==> src/rtl/acc_add_pkg.sv <==
package acc_add_pkg;

  localparam int NUM_ACC = 2;
  localparam int CCR_W   = 8;

  // condition register bit positions (fixed layout seen by the core)
  localparam int CCR_C = 0;
  localparam int CCR_V = 1;
  localparam int CCR_Z = 2;
  localparam int CCR_N = 3;
  localparam int CCR_I = 4;
  localparam int CCR_H = 5;
  localparam logic [CCR_W-1:0] CCR_ONES = 8'hC0;

  typedef struct packed {
    logic h;
    logic n;
    logic z;
    logic v;
    logic c;
  } flags_t;

  // carry-style flag from two input bits and the result bit
  function automatic logic sop_carry(input logic a, input logic b, input logic r);
    return (a & b) | (b & ~r) | (~r & a);
  endfunction

  // overflow flag from the two sign bits and the result sign
  function automatic logic sop_ovf(input logic a, input logic b, input logic r);
    return (a & b & ~r) | (~a & ~b & r);
  endfunction

endpackage

==> src/rtl/acc_add_core.sv <==
module acc_add_core
  import acc_add_pkg::*;
#(
  parameter int W = 8
) (
  input  logic [W-1:0] x_i,
  input  logic [W-1:0] m_i,
  input  logic         cin_i,
  output logic [W-1:0] r_o,
  output flags_t       flg_o
);

  localparam int MSB = W - 1;
  localparam int HB  = W / 2 - 1;

  logic [W-1:0] res;

  always_comb begin
    res = x_i + m_i + {{(W-1){1'b0}}, cin_i};
  end

  assign r_o = res;

  always_comb begin
    flg_o.n = res[MSB];
    flg_o.z = ~|res;
    flg_o.c = sop_carry(x_i[MSB], m_i[MSB], res[MSB]);
    flg_o.h = sop_carry(x_i[HB], m_i[HB], res[HB]);
    flg_o.v = sop_ovf(x_i[MSB], m_i[MSB], res[MSB]);
  end

endmodule

==> src/rtl/acc_add_regfile.sv <==
module acc_add_regfile #(
  parameter int W = 8,
  parameter int N = 2,
  localparam int SW = (N > 1) ? $clog2(N) : 1
) (
  input  logic                clk,
  input  logic                rst,
  input  logic                we_i,
  input  logic [SW-1:0]       sel_i,
  input  logic [W-1:0]        wdata_i,
  output logic [W-1:0]        rdata_o,
  output logic [N-1:0][W-1:0] acc_o
);

  for (genvar g = 0; g < N; g++) begin : g_acc
    logic [W-1:0] q;
    logic         hit;

    assign hit = we_i && (sel_i == SW'(g));

    always_ff @(posedge clk) begin
      if (rst) begin
        q <= '0;
      end else if (hit) begin
        q <= wdata_i;
      end
    end

    assign acc_o[g] = q;
  end

  assign rdata_o = acc_o[sel_i];

endmodule

==> src/rtl/acc_add_ccr.sv <==
module acc_add_ccr
  import acc_add_pkg::*;
(
  input  logic             clk,
  input  logic             rst,
  input  logic             we_i,
  input  flags_t           flg_i,
  output flags_t           flg_o,
  output logic [CCR_W-1:0] ccr_o
);

  flags_t q;
  logic   mask_q;

  always_ff @(posedge clk) begin
    if (rst) begin
      q      <= '0;
      mask_q <= 1'b1;
    end else if (we_i) begin
      q <= flg_i;
    end
  end

  assign flg_o = q;

  always_comb begin
    ccr_o        = CCR_ONES;
    ccr_o[CCR_H] = q.h;
    ccr_o[CCR_I] = mask_q;
    ccr_o[CCR_N] = q.n;
    ccr_o[CCR_Z] = q.z;
    ccr_o[CCR_V] = q.v;
    ccr_o[CCR_C] = q.c;
  end

endmodule

==> src/rtl/acc_add_unit.sv <==
module acc_add_unit
  import acc_add_pkg::*;
#(
  parameter int DATA_W = 8
) (
  input  logic              clk,
  input  logic              rst,
  input  logic              op_vld,
  input  logic              op_carry,
  input  logic              acc_sel,
  input  logic [DATA_W-1:0] operand,
  output logic [DATA_W-1:0] acc_a,
  output logic [DATA_W-1:0] acc_b,
  output logic [7:0]        ccr
);

  // named internal events, observed by the bound checker
  logic [DATA_W-1:0]              x_sel;
  logic                           cin_eff;
  logic [DATA_W-1:0]              sum_res;
  flags_t                         flg_next;
  flags_t                         flg_q;
  logic [NUM_ACC-1:0][DATA_W-1:0] acc_all;

  assign cin_eff = op_carry & flg_q.c;

  acc_add_regfile #(
    .W (DATA_W),
    .N (NUM_ACC)
  ) regs_i (
    .clk     (clk),
    .rst     (rst),
    .we_i    (op_vld),
    .sel_i   (acc_sel),
    .wdata_i (sum_res),
    .rdata_o (x_sel),
    .acc_o   (acc_all)
  );

  acc_add_core #(
    .W (DATA_W)
  ) core_i (
    .x_i   (x_sel),
    .m_i   (operand),
    .cin_i (cin_eff),
    .r_o   (sum_res),
    .flg_o (flg_next)
  );

  acc_add_ccr flags_i (
    .clk   (clk),
    .rst   (rst),
    .we_i  (op_vld),
    .flg_i (flg_next),
    .flg_o (flg_q),
    .ccr_o (ccr)
  );

  assign acc_a = acc_all[0];
  assign acc_b = acc_all[1];

endmodule

==> config.mk <==
export PLATFORM = sky130hd
export DESIGN_NAME = acc_add_unit
export DESIGN_NICKNAME = d
export VERILOG_FILES = /design/src/rtl/acc_add_pkg.sv /design/src/rtl/acc_add_core.sv /design/src/rtl/acc_add_regfile.sv /design/src/rtl/acc_add_ccr.sv /design/src/rtl/acc_add_unit.sv
export SDC_FILE = /design/constraint.sdc
export NUM_CORES = 1
export LEC_CHECK = 0
export ABC_AREA = 0
export BUFFER_PORTS_ARGS = -buffer_cell sky130_fd_sc_hd__buf_4
export CELL_PAD_IN_SITES_DETAIL_PLACEMENT = 1
export CELL_PAD_IN_SITES_GLOBAL_PLACEMENT = 1
export CORE_ASPECT_RATIO = 1.5
export CORE_MARGIN = 8
export CORE_UTILIZATION = 37
export CTS_BUF_LIST = sky130_fd_sc_hd__clkbuf_8
export CTS_CLUSTER_SIZE = 28
export DETAILED_ROUTE_END_ITERATION = 6
export GPL_TIMING_DRIVEN = 0
export PLACE_DENSITY = 0.82
export SYNTH_ARGS = -nofsm -noshare
export SYNTH_HDL_FRONTEND = slang
export SYNTH_HIERARCHICAL = 1
export SYNTH_SLANG_ARGS = --single-unit
==> constraint.sdc <==
create_clock -name clk -period 2.61 [get_ports clk]
set_clock_uncertainty 0.05 [all_clocks]
set_input_delay 0.1305 -clock clk [delete_from_list [all_inputs] [get_ports clk]]
set_output_delay 0.1305 -clock clk [all_outputs]
set_load 0.05 [all_outputs]
### Word level (Yosys, flattened, before mapping)

Index checks and enable logic that the tools add are counted.

* reduce and logical (&&, ||, !) cells: 4
* order comparisons: 1
* muxes and demuxes: 2
* add/subtract/negate cells: 2
* bitwise logic cells: 20

Operators by type and width (number)
* 8-bit 2-to-1 mux: 2
* 1-bit AND: 10
* 8-bit by 1-bit adder with 8-bit output: 1
* 8-bit adder: 1
* 8-bit OR reduction: 1
* 1-bit NOT: 5
* 1-bit OR: 5
* 1-bit logical AND: 2
* 1-bit by 2-bit less-than comparator with 1-bit output (second input constant): 1
* 1-bit zero test: 1

* output and inout port bits: 24
* register bits: 21
* input bits: 13

### Logic depth before layout (Yosys ltp)

Gate-level depths: netlist of the first run.

* depth in word-level cells: 8
* mapped depth: 15
* depth with buffers taken out: 14

### Modules after synthesis

Netlist of the first run, hierarchy kept.

By module, submodules not included
* acc_add_regfile: instances 1, cells each 74, area an instance 797.0 µm²
* acc_add_core: instances 1, cells each 58, area an instance 447.9 µm²
* acc_add_ccr: instances 1, cells each 25, area an instance 244.0 µm²
* acc_add_unit: instances 1, cells each 1, area an instance 6.3 µm²

### Worst setup path after synthesis of the first run

No wires, ideal clock.

* path kind: register to register
* start point: register regs_i.g_acc[1].q[0]
* end point: register flags_i.q, in the netlist flags_i/ccr_o[1]
* data required time: 2444 ps
* library setup time: 116 ps
* path slack: -479 ps
* arrival time: 2923 ps
* stages on the path, launching flop included: 13
* period minus slack after synthesis: 3089 ps
* buffers on the path: 0
* path through: dfxtp_1 -> mux2_2 -> inv_1 -> fa_1 -> nor2b_1 -> a221oi_2 -> o22ai_1 -> o21a_1 -> nor2_1 -> fa_1 -> mux2_2 -> mux2i_1 -> nor2_1

RTL lines
* from (decl): RTL line acc_add_regfile.sv:16 `logic [W-1:0] q;`
* from (signal assigned): RTL line acc_add_regfile.sv:25 `q <= wdata_i;`
* to (signal assigned): RTL line acc_add_ccr.sv:20 `q <= flg_i;`
* to (decl): RTL line acc_add_ccr.sv:12 `flags_t q;`

==> flow_results.org, run 1 <==
** Worst setup path
- Kind of end point of the critical path :: flop
- Traced cell by cell, the critical path runs through mux2_4, ha_4, nor2b_4, a221oi_4, o22ai_2, o21a_1, nor2_2, fa_2, nand4_1, nor3_2, o211a_1, mux2i_1, nor2_1.
- Data required time at the worst endpoint :: 2.72 ns
- The number of buffers and inverters on the critical path is 0.
- Of all nets on the critical path, the largest fanout is 3.
- Arrival time reported for the critical path endpoint :: 2.91 ns
- Cell depth of the worst setup path :: 13
- Setup crit start kind :: flop
- Critical-path cell with the highest stage delay :: sky130_fd_sc_hd__fa_2
- Cell count of the worst reg-to-reg path :: 13
- Largest stage delay on the critical path :: 0.48 ns
- Start-to-end type of the worst setup path :: reg2reg
- Grouping stages by cell kind, the critical path spends the most delay in adder cells.

** Die
- Row cnt :: 28
- Measured along the x axis, the die boundary spans 67.4 µm.
- The initial utilization of the core area, before any placement, comes to 37.7%.
- The die is 93.1 µm tall.
- Die Area :: 0.00627 mm²
- The core region is 0.00389 mm².
- In this run the count of I/O pins placed on the die edge is 37.

** STA
- Setup repair after global routing could not meet its margin everywhere.
- After layout, the worst setup slack is -0.190 ns.
- Pins Over Slew Limit :: 0
- The final hold violation count was 0.
- Period utilization :: 107%
- Setup violations remaining at the end of the flow were counted as 5.
- After layout, the minimum clock period comes to 2.80 ns.
- Achievable frequency :: 0.357 GHz

** Job
- Maximum Capacitance Violations :: 0

** Detailed routing
- The first detailed-routing pass took 4 iterations.
- Using the TritonRoute via totals, the vias-per-cell ratio works out to 4.74.
- The final layout contains routed wiring with a total length of 3940 µm.
- Residual DRC :: 0
- Routed wire per std cell :: 16.2 µm
- Summing over every cut layer, the via total after detailed routing is 1,153.
- ANT nets after route :: 0
- Number of DRC markers in iteration 0 :: 13

** Clock network
- The root buffer cell chosen for the clock tree is sky130_fd_sc_hd__clkbuf_8.
- Clk sinks :: 21
- Reg clk slew, reported paths :: 0.08 ns
- Number of buffers created by CTS :: 3
- Counting along the longest clock path gives a buffer depth of 2.
- CTS built an H-tree with a depth of 1.
- For the worst-skew pair, the clock arrives at the later sink with an insertion delay of 0.26 ns.
- # hold bufs at CTS :: 0
- TritonCTS built the clock tree.

** Worst hold path
- Min-Delay Path Class :: in2reg
- Cells on Worst Hold Path :: 2

** Yosys
- After technology mapping, the gate count stands at 154.
- Cell area after technology mapping :: 0.00147 mm²
- Yosys printed 6 warnings.
- Average instance area after synthesis :: 9.51 µm²

** Place
- Port buffer count :: 33
- Worst setup timing slack at the placement stage :: -0.466 ns
- Once placement completed, the tool counted placed cells totaling 234.
- Cell Area, Placed :: 0.00182 mm²
- At the end of routability-driven placement, the weighted congestion stood at 0.861.
- The wire-length estimate of the detail-placed layout is 3260 µm.

** Pwr
- Leakage power :: 0.951 nW
- Overall power consumption after layout is estimated at 1.01 mW.
- VDD sags by at most 240 µV.
- Total power divided by cell area :: 516 mW/mm²

** Cells and area
- The top cell types in the final layout, fill and taps aside, are 42 x sky130_fd_sc_hd__buf_4, 23 x sky130_fd_sc_hd__nand2b_1, 21 x sky130_fd_sc_hd__mux2i_1.
- After the flow finishes, the layout carries non-filler instances totaling 243.
- Cells fill 50.2% of the core in the end.
- Number of fillers in the final layout :: 467
- The library cell used most frequently in the layout, excluding fill and tap cells, is sky130_fd_sc_hd__buf_4.
- The post-route netlist has 43.4% of its cells at a drive strength greater than 1.
- The final layout contains 224 nets.
- With fillers left out, the area of the finished cells amounts to 0.00195 mm².
- The area growth from synthesis to layout is 33.3%.
- Antenna cell count :: 0

** Status
- The final reports fail on setup timing.
- The flow ran to the end, but the final reports show violations.

** Global route
- GRT Total Usage :: 13.5%
- The first global-routing pass estimated 6680 µm of wire.
- The number of antenna violations at the first check in global routing was 0.
- Pin count of the biggest net entering global routing :: 12
- Leftover overflow at the end of global routing :: 0
- The via count of the first global-routing pass is 1,407.
-- routing by layer --
| layer | wire (µm) | track usage [%] |
|---|---|---|
| met5 | 0 | 0 |
| met4 | 23 | 4.73 |
| met3 | 221 | 3.47 |
| met2 | 2210 | 25.7 |
| met1 | 1490 | 13.4 |
-- flip-flops by register name (all words and copies together), names as in the netlist --
register,cells
regs_i/g_acc.q,16
flags_i/ccr_o,5
-- path summary, 6_finish.rpt --
check,start,end,slack (ns)
max,regs_i/g_acc[0].q[2]$_SDFFE_PP0P_,flags_i/ccr_o[2]$_SDFFE_PP0P_,-0.19
min,rst,flags_i/ccr_o[0]$_SDFFE_PP0P_,0.06
max reg2reg,regs_i/g_acc[0].q[2]$_SDFFE_PP0P_,flags_i/ccr_o[2]$_SDFFE_PP0P_,-0.19
min reg2reg,regs_i/g_acc[1].q[7]$_SDFFE_PP0P_,regs_i/g_acc[1].q[7]$_SDFFE_PP0P_,0.44
-- what timing repair did --
action                     4_1_cts  5_1_grt
pin swaps                        3        1
gates resized for setup          5        7
buffers inserted                 6        0
setup endpoints to repair        5        7
-- final cells by class --
type	instances	area, µm²	area share, %
multi-input combinational	106	962	49.3
sequential	21	442	22.6
inverter	17	63.8	3.27
tap	45	56.3	2.88
clock buffer	3	41.3	2.11
clock inverter	1	3.75	0.192
timing repair buffer	39	293	15.0
buffer	11	91.3	4.68
-- metrics by stage --
stage               hold WS, ns  setup TNS, ns
floorplan                 0.143         -0.298
global placement          0.335          -1.58
detailed placement        0.338          -1.78
CTS                      0.0578         -0.602
global route             0.0649          -1.10
finish                   0.0614         -0.410
-- power breakdown --
part | switching, mW | total, mW | internal (mW) | leakage (nW)
combinational | 0.250 | 0.432 | 0.182 | 0.748
clock | 0.105 | 0.210 | 0.105 | 0.0269
sequential | 0.0196 | 0.366 | 0.346 | 0.176
No activity file was read; power rests on OpenSTA's default activity.
==> run 2: changes to the inputs <==
--- a/config.mk
+++ b/config.mk
@@ -10,7 +10,7 @@
 export CELL_PAD_IN_SITES_DETAIL_PLACEMENT = 1
 export CELL_PAD_IN_SITES_GLOBAL_PLACEMENT = 1
 export CORE_ASPECT_RATIO = 1.5
-export CORE_MARGIN = 8
+export CORE_MARGIN = 2
 export CORE_UTILIZATION = 37
 export CTS_BUF_LIST = sky130_fd_sc_hd__clkbuf_8
 export CTS_CLUSTER_SIZE = 28
==> run 2 against run 1 <==
Utilization up 0.74 points; first-iteration DRC count rose by 100%; die area is 28% lower; critical endpoint is now flags_i/ccr_o[1]$_SDFFE_PP0P_; sequential power is essentially flat; sequential share of layout area is 0.33 points lower; the flow still finishes with violations (setup timing); largest power group unchanged; critical path depth shrank 2.
==> flow_results.org, run 2 (synthesized netlist as in run 1, its figures left out) <==
** Place
- Summing all placed instances gives a cell area of 0.00182 mm².
- Port buffer count :: 33
- Worst setup timing slack at the placement stage :: -0.486 ns
- HPWL reported at the end of detailed placement :: 3080 µm
- Routability cong. :: 0.856

** Cells and area
- Antenna cell count :: 0
- The final layout contains 227 nets.
- Leading cell type in the layout, fill and taps excluded :: sky130_fd_sc_hd__buf_4
- Util after Layout :: 51.0%
- Area of all placed cells without fillers :: 0.00198 mm²
- The register with the most flip-flops in the layout has 16 of them.
- The post-route netlist has 44.8% of its cells at a drive strength greater than 1.
- In the layout the commonest cells are 46 x sky130_fd_sc_hd__buf_4, 23 x sky130_fd_sc_hd__nand2b_1, 21 x sky130_fd_sc_hd__mux2i_1.
- Relative to the synthesized area, the layout overhead comes to 35.3%.
- Counting flops per register, the top entry is regs_i/g_acc.q.

** Detailed routing
- Drt first pass iters :: 4
- For this block, the routed nets add up to 3940 µm of wire.
- For this block, the via count after detailed routing is 1,206.
- In the final routed layout, each cell accounts on average for 16.0 µm.
- ANT nets after route :: 0
- For this run, design rule violations remaining after detail routing come to 0.
- Number of DRC markers in iteration 0 :: 26
- Using the TritonRoute via totals, the vias-per-cell ratio works out to 4.90.

** Die
- Number of primary I/O pins :: 37
- Row cnt :: 28
- The floorplan step set the die height to 81.1 µm.
- In this run the horizontal extent of the chip is 55.4 µm.
- Core Region :: 0.00389 mm²
- Die Area :: 0.00449 mm²
- The initial utilization of the core area, before any placement, comes to 37.7%.

** STA
- Setup violations remaining at the end of the flow were counted as 5.
- The worst path uses 109% of the clock period.
- Number of hold violations in the final report :: 0
- Setup slack on the critical path of the routed design comes to -0.241 ns.
- Setup total negative slack :: -0.978 ns
- Achievable frequency :: 0.351 GHz
- Pins Over Slew Limit :: 0
- Unrepaired setup endpoints after global routing :: true
- Min Clock Period, post-route :: 2.85 ns

** Global route
- The first global-routing pass estimated 6490 µm of wire.
- The via count of the first global-routing pass was 1,337.
- After global routing the overflow that remains totals 0.
- Pin count of the biggest net entering global routing :: 12
- Number of antenna violations at the first check in global routing :: 0
- Across every metal layer, demand over resource in global routing totals 18.2%.

** Clock network
- Reg clk slew, reported paths :: 0.08 ns
- Htree depth :: 1
- Clock tree synthesis found a total of 21 sinks.
- Worst skew pair latency :: 0.26 ns
- Clock tree from TritonCTS :: built
- CTS root buf :: sky130_fd_sc_hd__clkbuf_8
- Max clock buf depth :: 2
- Clock tree synthesis inserted a total of 3 buffers.

** Worst setup path
- Start-to-end type of the worst setup path :: reg2reg
- Along the worst path, the maximum fanout reaches 3.
- The worst setup path is launched from a flop.
- STA puts the critical path data required time at 2.72 ns.
- STA classifies the critical path endpoint as a flop.
- For the worst setup path, the data arrival time is 2.96 ns.

** Job
- The tool flagged a number of max-cap violations equal to 0.

** Pwr
- Total power for the finished layout comes to 1.02 mW.
- Leakage power :: 0.969 nW
- For this design the ratio of total power to cell area is 514 mW/mm².
- Worst-case vdd ir drop :: 323 µV

** Worst hold path
- The worst hold path belongs to the class in2reg.

** Status
- Outcome :: finished with violations
- Violations in the final reports :: setup timing
-- run 2: changes by cell type in the layout (fill, tap and decap cells not counted), sizes merged --
cell  change
buf       +3
-- run 2: repair_timing --
item,4_1_cts,5_1_grt
setup buffers,6,3
setup endpoints to repair,5,8
pin swaps,2,1
hold buffers,0,0
gates resized for setup,10,5
-- run 2: layout make-up --
type                       count  area (µm²)
clock buffer                   3        41.3
clock inverter                 1        3.75
tap                           45        56.3
sequential                    21         442
fill                         464        1910
buffer                        11        87.6
inverter                      17        66.3
multi-input combinational    106         970
timing repair buffer          42         315
-- run 2: worst max-delay path, cell delays in order, from the launching register on --
cell and delay [ns]:
sky130_fd_sc_hd__dfxtp_4 0.34, sky130_fd_sc_hd__mux2_4 0.29, sky130_fd_sc_hd__ha_4 0.26, sky130_fd_sc_hd__nor2b_4 0.13, sky130_fd_sc_hd__a221oi_4 0.26, sky130_fd_sc_hd__o22ai_2 0.12, sky130_fd_sc_hd__o21a_1 0.20, sky130_fd_sc_hd__nor2_2 0.10
sky130_fd_sc_hd__fa_2 0.49, sky130_fd_sc_hd__mux2_4 0.33, sky130_fd_sc_hd__mux2i_1 0.13, sky130_fd_sc_hd__nor2_1 0.05
-- run 2: worst paths after layout --
check | slack (ns) | cells past startpoint | to | from
max | -0.24 | 11 | flags_i/ccr_o[1]$_SDFFE_PP0P_ | regs_i/g_acc[0].q[2]$_SDFFE_PP0P_
min | 0.06 | 2 | flags_i/ccr_o[0]$_SDFFE_PP0P_ | rst
max reg2reg | -0.24 | 11 | flags_i/ccr_o[1]$_SDFFE_PP0P_ | regs_i/g_acc[0].q[2]$_SDFFE_PP0P_
min reg2reg | 0.44 | 2 | regs_i/g_acc[0].q[1]$_SDFFE_PP0P_ | regs_i/g_acc[0].q[1]$_SDFFE_PP0P_
-- run 2: power by group --
group	leakage [nW]	switching [mW]	internal, mW
combinational	0.766	0.253	0.190
sequential	0.176	0.0187	0.346
clock	0.0269	0.105	0.105
-- run 2: per-stage QoR --
| step | cells | hold WS (ns) |
|---|---|---|
| after detailed placement | 234 | 0.338 |
| final | 246 | 0.0619 |
| after global routing | 246 | 0.0676 |
| after CTS | 244 | 0.0605 |
| after global placement | 234 | 0.334 |
| after floorplan | 156 | 0.143 |
-- run 2: routing by layer --
layer	vias up	GRT usage (%)	wire length, µm
met5	-	0	0
met4	0	6.10	72
met3	8	3.34	145
met2	27	36.5	2260
met1	584	18.7	1460
li1	587	-	-
==> run 3: changes to the inputs <==
--- a/config.mk
+++ b/config.mk
@@ -11,12 +11,12 @@
 export CELL_PAD_IN_SITES_GLOBAL_PLACEMENT = 1
 export CORE_ASPECT_RATIO = 1.5
 export CORE_MARGIN = 2
-export CORE_UTILIZATION = 37
-export CTS_BUF_LIST = sky130_fd_sc_hd__clkbuf_8
+export CORE_UTILIZATION = 30
+export CTS_BUF_LIST = sky130_fd_sc_hd__clkbuf_16
 export CTS_CLUSTER_SIZE = 28
 export DETAILED_ROUTE_END_ITERATION = 6
 export GPL_TIMING_DRIVEN = 0
-export PLACE_DENSITY = 0.82
+export PLACE_DENSITY = 0.7
 export SYNTH_ARGS = -nofsm -noshare
 export SYNTH_HDL_FRONTEND = slang
 export SYNTH_HIERARCHICAL = 1
==> run 3 against run 2 <==
The flow still finishes with violations (setup timing); total power increased by 12%; worst setup slack better by 0.040 ns; sequential power hardly changed; sequential share of layout area is 0.96 points lower; register-to-register slack better by 0.04 ns; largest cell class unchanged.
==> flow_results.org, run 3 (synthesized netlist as in run 1, its figures left out) <==
** Cells and area
- Layout-stage area growth over the synthesis result :: 41.3%
- Final nets :: 229
- Sequential standard cell area :: 442 µm²
- 0 antenna diodes ended up in the layout.
- Leading cell type in the layout, fill and taps excluded :: sky130_fd_sc_hd__buf_4
- regs_i/g_acc.q holds more flip-flops than any other register.
- The register with the most flip-flops in the layout has 16 of them.
- Share of final-layout standard cells stronger than drive strength 1 :: 44.8%
- Final standard cell count with taps included and fillers excluded :: 269
- Number of fillers in the final layout :: 562
- The top cell types in the final layout, fill and taps aside, are 45 x sky130_fd_sc_hd__buf_4, 23 x sky130_fd_sc_hd__nand2b_1, 21 x sky130_fd_sc_hd__mux2i_1.
- Area taken by multi-input logic gates :: 972 µm²

** STA
- Min Clock Period, post-route :: 2.81 ns
- For the final routed database, the setup TNS stands at -0.766 ns.
- Achievable frequency :: 0.356 GHz
- Once routing completed, OpenROAD measured the worst setup slack at -0.201 ns.
- Pins Over Slew Limit :: 0
- The final hold violation count came to 0.
- Unrepaired setup endpoints after global routing :: true
- Period utilization :: 108%
- Number of endpoints failing setup at the final stage :: 5
- Final-layout worst hold slack :: 0.0738 ns

** Worst hold path
- Min-Delay Path Class :: in2reg
- Launch instance of the worst min-delay path :: rst
- End point of the worst hold path :: flags_i/ccr_o[0]$_SDFFE_PP0P_
- Cells on Worst Hold Path :: 2

** Detailed routing
- Routed wire per std cell :: 13.7 µm
- Residual DRC :: 0
- Detailed routing inserted a total of 1,195 vias.
- Routed WL :: 3700 µm
- Dividing the detail-routed via count by the number of cells gives 4.44.
- The first routing iteration left 18 violations.
- Drt first pass iters :: 4
- The count of nets left with antenna violations once routing finished came out at 0.

** Place
- During placement, the flow inserted port buffers numbering 33.
- Detailed placement finished with a half-perimeter wire length of 2870 µm.
- Once placement completed, the tool counted placed cells totaling 255.
- Routability-driven placement finished with a final weighted congestion of 0.742.

** Worst setup path
- The critical path goes through mux2_4, ha_4, nor2b_4, a221oi_4, o22ai_2, o21a_1, nor2_2, fa_2, nand4_1, nor3_2, o211a_1, mux2i_1, nor2_1.
- STA classifies the critical path startpoint as a flop.
- The critical path runs through a total of 13 cells.
- Of all nets on the critical path, the largest fanout is 3.
- Dominant delay contributor by cell family on the critical path :: adder cells
- Cell count of the worst reg-to-reg path :: 13
- Setup slack on the worst flop-to-flop path :: -0.20 ns
- The startpoint identified for the worst register-to-register timing path is regs_i/g_acc[0].q[2]$_SDFFE_PP0P_.
- Arrival time reported for the critical path endpoint :: 2.91 ns
- Critical path buffer and inverter count :: 0
- Start-to-end type of the worst setup path :: reg2reg
- The slowest stage of the critical path is the sky130_fd_sc_hd__fa_2 cell.
- STA puts the critical path data required time at 2.71 ns.
- Largest stage delay on the critical path :: 0.49 ns
- Endpoint of the lowest-slack register-to-register path :: flags_i/ccr_o[2]$_SDFFE_PP0P_
- Kind of end point of the critical path :: flop

** Clock network
- The clock passes through at most 2 buffers.
- Clk sinks :: 21
- Clock latency on the worst-skew pair, taken at its later pin, is 0.25 ns.
- In this run the number of H-tree levels came out at 1.
- Reg clk slew, reported paths :: 0.06 ns
- Number of buffers created by CTS :: 3
- Clock tree from TritonCTS :: built
- CTS root buf :: sky130_fd_sc_hd__clkbuf_16

** Global route
- Number of antenna violations at the first check in global routing :: 0
- Global routing used 14.3% of the available tracks.
- Pin count of the biggest net entering global routing :: 12
- Vias in the first global route :: 1,268
- Leftover overflow at the end of global routing :: 0
- The first global-routing pass estimated 5870 µm of wire.

** Die
- For this configuration, the core starts out at a cell density of 30.7%.
- Row cnt :: 31
- Core Region :: 0.00477 mm²
- Die Area :: 0.00547 mm²
- Number of primary I/O pins :: 37
- The die is 89.6 µm tall.
- Measured along the x axis, the die boundary spans 61.1 µm.

** Job
- Maximum Capacitance Violations :: 0

** Pwr
- IR analysis of the VDD net gives a maximum drop of 285 µV.
- For this design the ratio of total power to cell area is 549 mW/mm².
- Leakage power :: 0.995 nW

** Status
- The run finished, with violations left.
- Violations in the final reports :: setup timing
-- run 3: changes by cell type in the layout (fill, tap and decap cells not counted) --
cell	before	now
sky130_fd_sc_hd__buf_4	46	45
sky130_fd_sc_hd__buf_6	4	7
sky130_fd_sc_hd__clkbuf_16	0	3
sky130_fd_sc_hd__clkbuf_8	3	0
sky130_fd_sc_hd__ha_2	1	0
sky130_fd_sc_hd__ha_4	1	2
sky130_fd_sc_hd__inv_1	15	16
sky130_fd_sc_hd__inv_2	2	1
sky130_fd_sc_hd__mux2_2	6	8
sky130_fd_sc_hd__mux2_4	3	1
-- run 3: power breakdown --
part	total, mW	switching (mW)	internal [mW]
clock network	0.317	0.113	0.204
registers	0.366	0.0194	0.347
logic	0.455	0.255	0.200
-- run 3: worst max path at each step --
stage / end / start
floorplan: flags_i/ccr_o[1]$_SDFFE_PP0P_ / regs_i/g_acc[0].q[2]$_SDFFE_PP0P_
global placement: flags_i/ccr_o[1]$_SDFFE_PP0P_ / acc_sel
detailed placement: flags_i/ccr_o[1]$_SDFFE_PP0P_ / acc_sel
CTS: flags_i/ccr_o[2]$_SDFFE_PP0P_ / regs_i/g_acc[0].q[2]$_SDFFE_PP0P_
global route: flags_i/ccr_o[2]$_SDFFE_PP0P_ / regs_i/g_acc[0].q[2]$_SDFFE_PP0P_
finish: flags_i/ccr_o[2]$_SDFFE_PP0P_ / regs_i/g_acc[0].q[2]$_SDFFE_PP0P_
-- run 3: timing repair --
item,CTS,global route
setup endpoints to repair,5,7
hold buffers,0,0
gates cloned,0,0
gates resized for setup,7,8
pin swaps,3,2
buffers inserted,8,2
-- run 3: metrics by stage --
step | area [µm²] | power [mW] | worst slack, ns | util [%]
4_1_cts | 2030 | 1.13 | -0.222 | 42.5
2_1_floorplan | 1520 | 0.658 | -0.164 | -
6_report | 2070 | 1.14 | -0.201 | 43.4
5_1_grt | 2070 | 1.19 | -0.335 | 43.4
3_5_place_dp | 1850 | 0.769 | -0.487 | 38.8
3_3_place_gp | 1850 | 0.763 | -0.438 | 38.8
-- run 3: area by class of cell --
class	instances	share of cell area [%]
buffer	12	4.77
clock buffer	3	3.63
clock inverter	1	0.181
inverter	17	3.20
multi-input combinational	106	46.9
sequential	21	21.3
tap	66	3.99
timing repair buffer	43	16.0
-- run 3: per-layer routing --
layer,vias to the layer above,global-route usage [%],wire [µm],part of all wire (%)
li1,592,-,-,-
met2,26,27.7,2090,57
met5,-,0,0,0
met1,577,16.1,1490,40
met3,0,2.15,114,3.1
met4,0,2.37,0,0
